`src/rtl/addr_slot_decoder.sv`:
```
module addr_slot_decoder #(
  parameter int ADDR_W = 16,
  parameter int N_SLOTS = 8,
  parameter int SLOT_BITS = 9,
  parameter logic [ADDR_W-1:0] RAM_TOP = 16'hBFFF,
  parameter logic [ADDR_W-1:0] INT_TOP = 16'h00FF,
  parameter logic [ADDR_W-1:0] REG_BASE = 16'h1000,
  parameter int REG_SIZE = 64,
  parameter logic [ADDR_W-1:0] BOOT_BASE = 16'hBF00,
  parameter logic [ADDR_W-1:0] IO_BASE = 16'hC000
) (
  input  logic               clk,
  input  logic               rst_n,
  input  logic [ADDR_W-1:0]  addr,
  input  logic               bus_valid,
  input  logic               boot_mode,
  input  logic               flash_prog,
  input  logic               bank_strap,
  output logic               ram_cs_n,
  output logic [N_SLOTS-1:0] io_cs_n,
  output logic               ram_a16
);
  localparam int SLOT_W = (N_SLOTS > 1) ? $clog2(N_SLOTS) : 1;
  localparam logic [ADDR_W-1:0] REG_END = REG_BASE + ADDR_W'(REG_SIZE - 1);
  localparam logic [ADDR_W-1:0] IO_TOP = IO_BASE + ADDR_W'(N_SLOTS * (1 << SLOT_BITS) - 1);

  logic go, in_int, in_reg, in_boot, in_ram, in_io;
  logic [SLOT_W-1:0] slot;
  logic ram_sel;
  logic [N_SLOTS-1:0] io_sel;

  assign go      = bus_valid & ~flash_prog;
  assign in_int  = addr <= INT_TOP;
  assign in_reg  = (addr >= REG_BASE) && (addr <= REG_END);
  assign in_boot = boot_mode && (addr >= BOOT_BASE) && (addr <= RAM_TOP);
  assign in_ram  = (addr <= RAM_TOP) && !in_int && !in_reg && !in_boot;
  assign in_io   = (addr >= IO_BASE) && (addr <= IO_TOP);
  assign slot    = SLOT_W'((addr - IO_BASE) >> SLOT_BITS);
  assign ram_sel = go & in_ram;

  for (genvar k = 0; k < N_SLOTS; k++) begin : g_slot
    assign io_sel[k] = go & in_io & (slot == SLOT_W'(k));
  end

  always_ff @(posedge clk or negedge rst_n) begin
    if (!rst_n) begin
      ram_cs_n <= 1'b1;
      io_cs_n  <= '1;
      ram_a16  <= 1'b0;
    end else begin
      ram_cs_n <= ~ram_sel;
      io_cs_n  <= ~io_sel;
      ram_a16  <= bank_strap;
    end
  end
endmodule

```
`config.mk`:
```
export PLATFORM = sky130hd
export DESIGN_NAME = addr_slot_decoder
export DESIGN_NICKNAME = d
export VERILOG_FILES = /design/src/rtl/addr_slot_decoder.sv
export SDC_FILE = /design/constraint.sdc
export NUM_CORES = 1
export LEC_CHECK = 0
export ABC_AREA = 1
export ABC_CLOCK_PERIOD_IN_PS = 1250
export BUFFER_PORTS_ARGS = -buffer_cell sky130_fd_sc_hd__buf_2
export CAP_MARGIN = 10
export CORE_AREA = 10 10 47 49
export DETAILED_ROUTE_END_ITERATION = 6
export DIE_AREA = 0 0 57 59
export HOLD_SLACK_MARGIN = 0.05
export PLACE_DENSITY = 0.7
export SYNTH_ARGS = -nofsm -noshare
export SYNTH_HDL_FRONTEND = slang
export SYNTH_SLANG_ARGS = --single-unit
```
`constraint.sdc`:
```
create_clock -name clk -period 1.25 [get_ports clk]
set_input_delay 0.125 -clock clk [delete_from_list [all_inputs] [get_ports clk]]
set_output_delay 0.125 -clock clk [all_outputs]
set_load 0.02 [all_outputs]
```
# ---- Word level (Yosys, flattened, before mapping)
# Index checks and enable logic that the tools add are counted.
dict set report totals {
  regBits 10
  in_bits 22
  word_cells 43
}
dict set report op_classes {
  magnitude_cmp 7
  n_eq_ne 7
  add_sub_neg 1
  bitwise 14
  n_reduce_logical 11
}
# cell count
set op_table {}
lappend op_table {{16-bit greater-or-equal comparator, second input constant} 2}
lappend op_table {{16-bit <= comparator, second input constant} 2}
lappend op_table {{16-bit by 13-bit greater-or-equal comparator with 1-bit output, second input constant} 1}
lappend op_table {{16-bit by 13-bit <= comparator with 1-bit output, second input constant} 1}
lappend op_table {{16-bit by 8-bit <= comparator with 1-bit output, second input constant} 1}
lappend op_table {{3-bit equality test, second input constant} 4}
lappend op_table {{12-bit by 1-bit subtractor with 12-bit output, second input constant} 1}
lappend op_table {{1-bit bitwise AND} 11}
lappend op_table {{8-bit NOT} 1}
lappend op_table {{1-bit logical AND} 7}
lappend op_table {{3-bit by 2-bit equality test with 1-bit output, second input constant} 2}
lappend op_table {{3-bit by 1-bit equality test with 1-bit output, second input constant} 1}
lappend op_table {{1-bit zero test} 3}
lappend op_table {{3-bit zero test} 1}
lappend op_table {{1-bit NOT} 2}

# ---- Longest topological paths before layout
dict set report logic_depth {
  depth_word 7
  depth_mapped 6
}

# ---- Worst setup path before layout
# No wires, ideal clock.
dict set report synth_path {
  path_kind {register -> output}
  from {reg io_cs_n[0]}
  to {out io_cs_n[0]}
  path_slack_ns 0.571
  t_arrival_ns 0.554
  path_buffers 0
  required_time_ns 1.125
  path_stages_with_launch 1
  path_cell_list {dfstp_2}
}
# item line_no
set synth_rtl {}
lappend synth_rtl {{start, declared} 20} ;# output logic [N_SLOTS-1:0] io_cs_n,
lappend synth_rtl {{start signal, assigned} 52} ;# io_cs_n <= ~io_sel;
# No word-level cell between the ends.

# ---- Final worst setup path
dict set report layout_path {
  from {reg io_cs_n[6]}
  to {out io_cs_n[6]}
}
# No word-level cell between the ends.

==> flow_metrics.env <==
export IMPL_antenna_left=0
export IMPL_period_share_pct=84.6
export IMPL_endpoint_kind="primary output"
export IMPL_start_kind="flip-flop"
export IMPL_grt_max_degree=11
export IMPL_gr_total_overflow=0
export IMPL_internal_power_mw=0.539
export IMPL_cts_buffers=3
export IMPL_grt_pass1_vias=423
export IMPL_yosysWarnings=0
export IMPL_nets=101
export IMPL_final_common_cell="buf_2"
export IMPL_power_density_mw_per_mm2=1090
export IMPL_cts_hold_buffers=2
export IMPL_synth_seq_cells=10
export IMPL_die_area_mm2=0.00336
export IMPL_yosysTopAreaCellShare_pct=55.1
export IMPL_synth_simple_area_share_pct=32.4
export IMPL_htree_levels=1
export IMPL_netlist_area_um2=429
export IMPL_post_cts_resized=0
export IMPL_crit_type="flip-flop to primary output"
export IMPL_synth_compound_area_share_pct=2.33
export IMPL_syn_nets=69
export IMPL_fin_crit_ns=1.06
export IMPL_yosys_area_share_adder_pct=0
export IMPL_hp_class="primary input to flip-flop"
export IMPL_viasPerCell=4.23
export IMPL_seqPwrFrac_pct=48.2
export IMPL_setup_tns_ns=0
export IMPL_max_stage_delay_ns=0.52
export IMPL_switching_share_pct=21.4
export IMPL_port_buffers=25
export IMPL_comb_power_share_pct=10.7
export IMPL_clockRootBuffer="clkbuf_4"
export IMPL_critPathArrivalTime_ns=0.93
export IMPL_outcome="finished, final reports clean"
export IMPL_fp_dieW_um=57
export IMPL_grt_usage_pct=6.59
export IMPL_num_vias=398
export IMPL_netlist_instances=47
export IMPL_postCtsSetupRepairBufs=0
export IMPL_relSlewSlack_pct=86.3
export IMPL_routedWlPerCell_um=10.4
export IMPL_wl_um=979
export IMPL_io_pins=32
export IMPL_required_ns=1.12
export IMPL_drive_gt1_share_pct=53.8
export IMPL_synth_top_family_by_area="simple AND/OR/NAND/NOR gates"
export IMPL_grt_pass1_wl_um=1700
export IMPL_core_mm2=0.00140
export IMPL_crit_buf_inv=1
export IMPL_maxSlewViolCount=0
export IMPL_dp_slack_ns=0.449
export IMPL_multi_input_area_um2=149
export IMPL_place_congestion=0.694
export IMPL_start_util_pct=30.6
export IMPL_setup_violations=0
export IMPL_cts_sinks=10
export IMPL_antenna_found_initial=0
export IMPL_cp_top_family="flip-flops"
export IMPL_synth_top_area_cell="dfstp_2"
export IMPL_final_cell_mix="buf_2 (25), nand2_1 (15), dfstp_2 (9)"
export IMPL_syn_avg_cell_area_um2=9.13
export IMPL_drtIter0Drc=6
export IMPL_ir_drop_uv=428
export IMPL_num_rows=14
export IMPL_max_cap_violations=0
export IMPL_hold_ws_ns=0.115
export IMPL_final_seq_area_um2=262
export IMPL_n_antenna_cell=0
export IMPL_yosys_top_cells_area="dfstp_2 (55%), nand2_1 (13%), nor2_1 (6.1%)"
export IMPL_cts_buffer_depth=2
export IMPL_fill_cells=149
export IMPL_clk_pin_slew_ns=0.06
export IMPL_yosysSeqAreaShare_pct=60.9
export IMPL_grt_setup_unrepaired="no"
export IMPL_fmax_ghz=0.945
export IMPL_ys_types=13
export IMPL_cp_slowest_cell="dfstp_2"
export IMPL_setup_ws_ns=0.192
export IMPL_synthMuxAreaShare_pct=0
export IMPL_remaining_drc_errors=0
export IMPL_hold_viol_final=0
export IMPL_worstMarginPinSlew_ns=0.205
export IMPL_path_max_fanout=1
export IMPL_synth_xor_area_share_pct=0
export IMPL_place_hpwl_um=861
export IMPL_chipHeight_um=59
export IMPL_cts_tree="done"
export IMPL_p_sw_mw=0.147
export IMPL_p_leak_nw=0.293
export IMPL_area_growth_pct=46.9
export IMPL_worstPathCellList="buf_2"
export IMPL_first_pass_iters=4
export IMPL_power_frac_clock_pct=41.1
## layer usage
layer  vias up  wire, um  global-route usage, %
met4         0        56                   9.06
li1        205         -                      -
met2        23       395                   8.53
met5         -         0                      0
met1       166       388                   6.59
met3         4       139                   3.22
## cell families after synthesis
| kind of cell | count (synthesis) |
|---|---|
| AOI/OAI and AO/OA | 2 |
| buffers and inverters | 5 |
| DFF | 10 |
| and+or+nand+nor | 30 |
## sequential cells by signal (all words and copies together), names as in the netlist
| signal | flops |
|---|---|
| ram_cs_n | 1 |
| ram_a16 | 1 |
| io_cs_n | 8 |
## through the flow
| step | instance area, um2 | instances | utilization [%] | total power, mW |
|---|---|---|---|---|
| 4_1_cts | 631 | 94 | 45.0 | 0.695 |
| 3_5_place_dp | 574 | 88 | 41.0 | 0.406 |
| 2_1_floorplan | 429 | 47 | - | 0.363 |
| 3_3_place_gp | 574 | 88 | 41.0 | 0.403 |
| 6_report | 631 | 94 | 45.0 | 0.686 |
| 5_1_grt | 631 | 94 | 45.0 | 0.716 |
## cell usage after synthesis
master,count
a21oi_1,1
and2_1,1
dfrtp_1,1
dfstp_2,9
inv_1,5
nand2_1,15
nand2_2,1
nand3_1,2
nor2_1,7
nor2_2,1
nor2_4,2
nor3_1,1
o21ai_0,1
## final cells by class
cell class / count / share of cell area [%]
clock buffers: 4 / 5.75
inverters: 5 / 2.98
multi-input cells: 32 / 23.6
flip-flops and latches: 10 / 41.5
well taps: 16 / 3.17
repair buffers: 27 / 23.0
## power groups by stage
stage	logic, mW	registers (mW)	clock network (mW)
after floorplan	0.0219	0.342	0
final	0.0734	0.331	0.282
after CTS	0.0749	0.331	0.290
after global routing	0.0845	0.331	0.300
after global placement	0.0672	0.336	0
after detailed placement	0.0699	0.336	0
## worst paths after layout
check / from / cells past startpoint / slack, ns / end
max: io_cs_n[6] / 1 / 0.19 / io_cs_n[6]
min: addr[9] / 3 / 0.11 / io_cs_n[6]
max in group asynchronous: rst_n / 2 / 0.76 / io_cs_n[3]
min in group asynchronous: rst_n / 2 / 0.24 / ram_a16
Power figures use the tool's default switching activity.
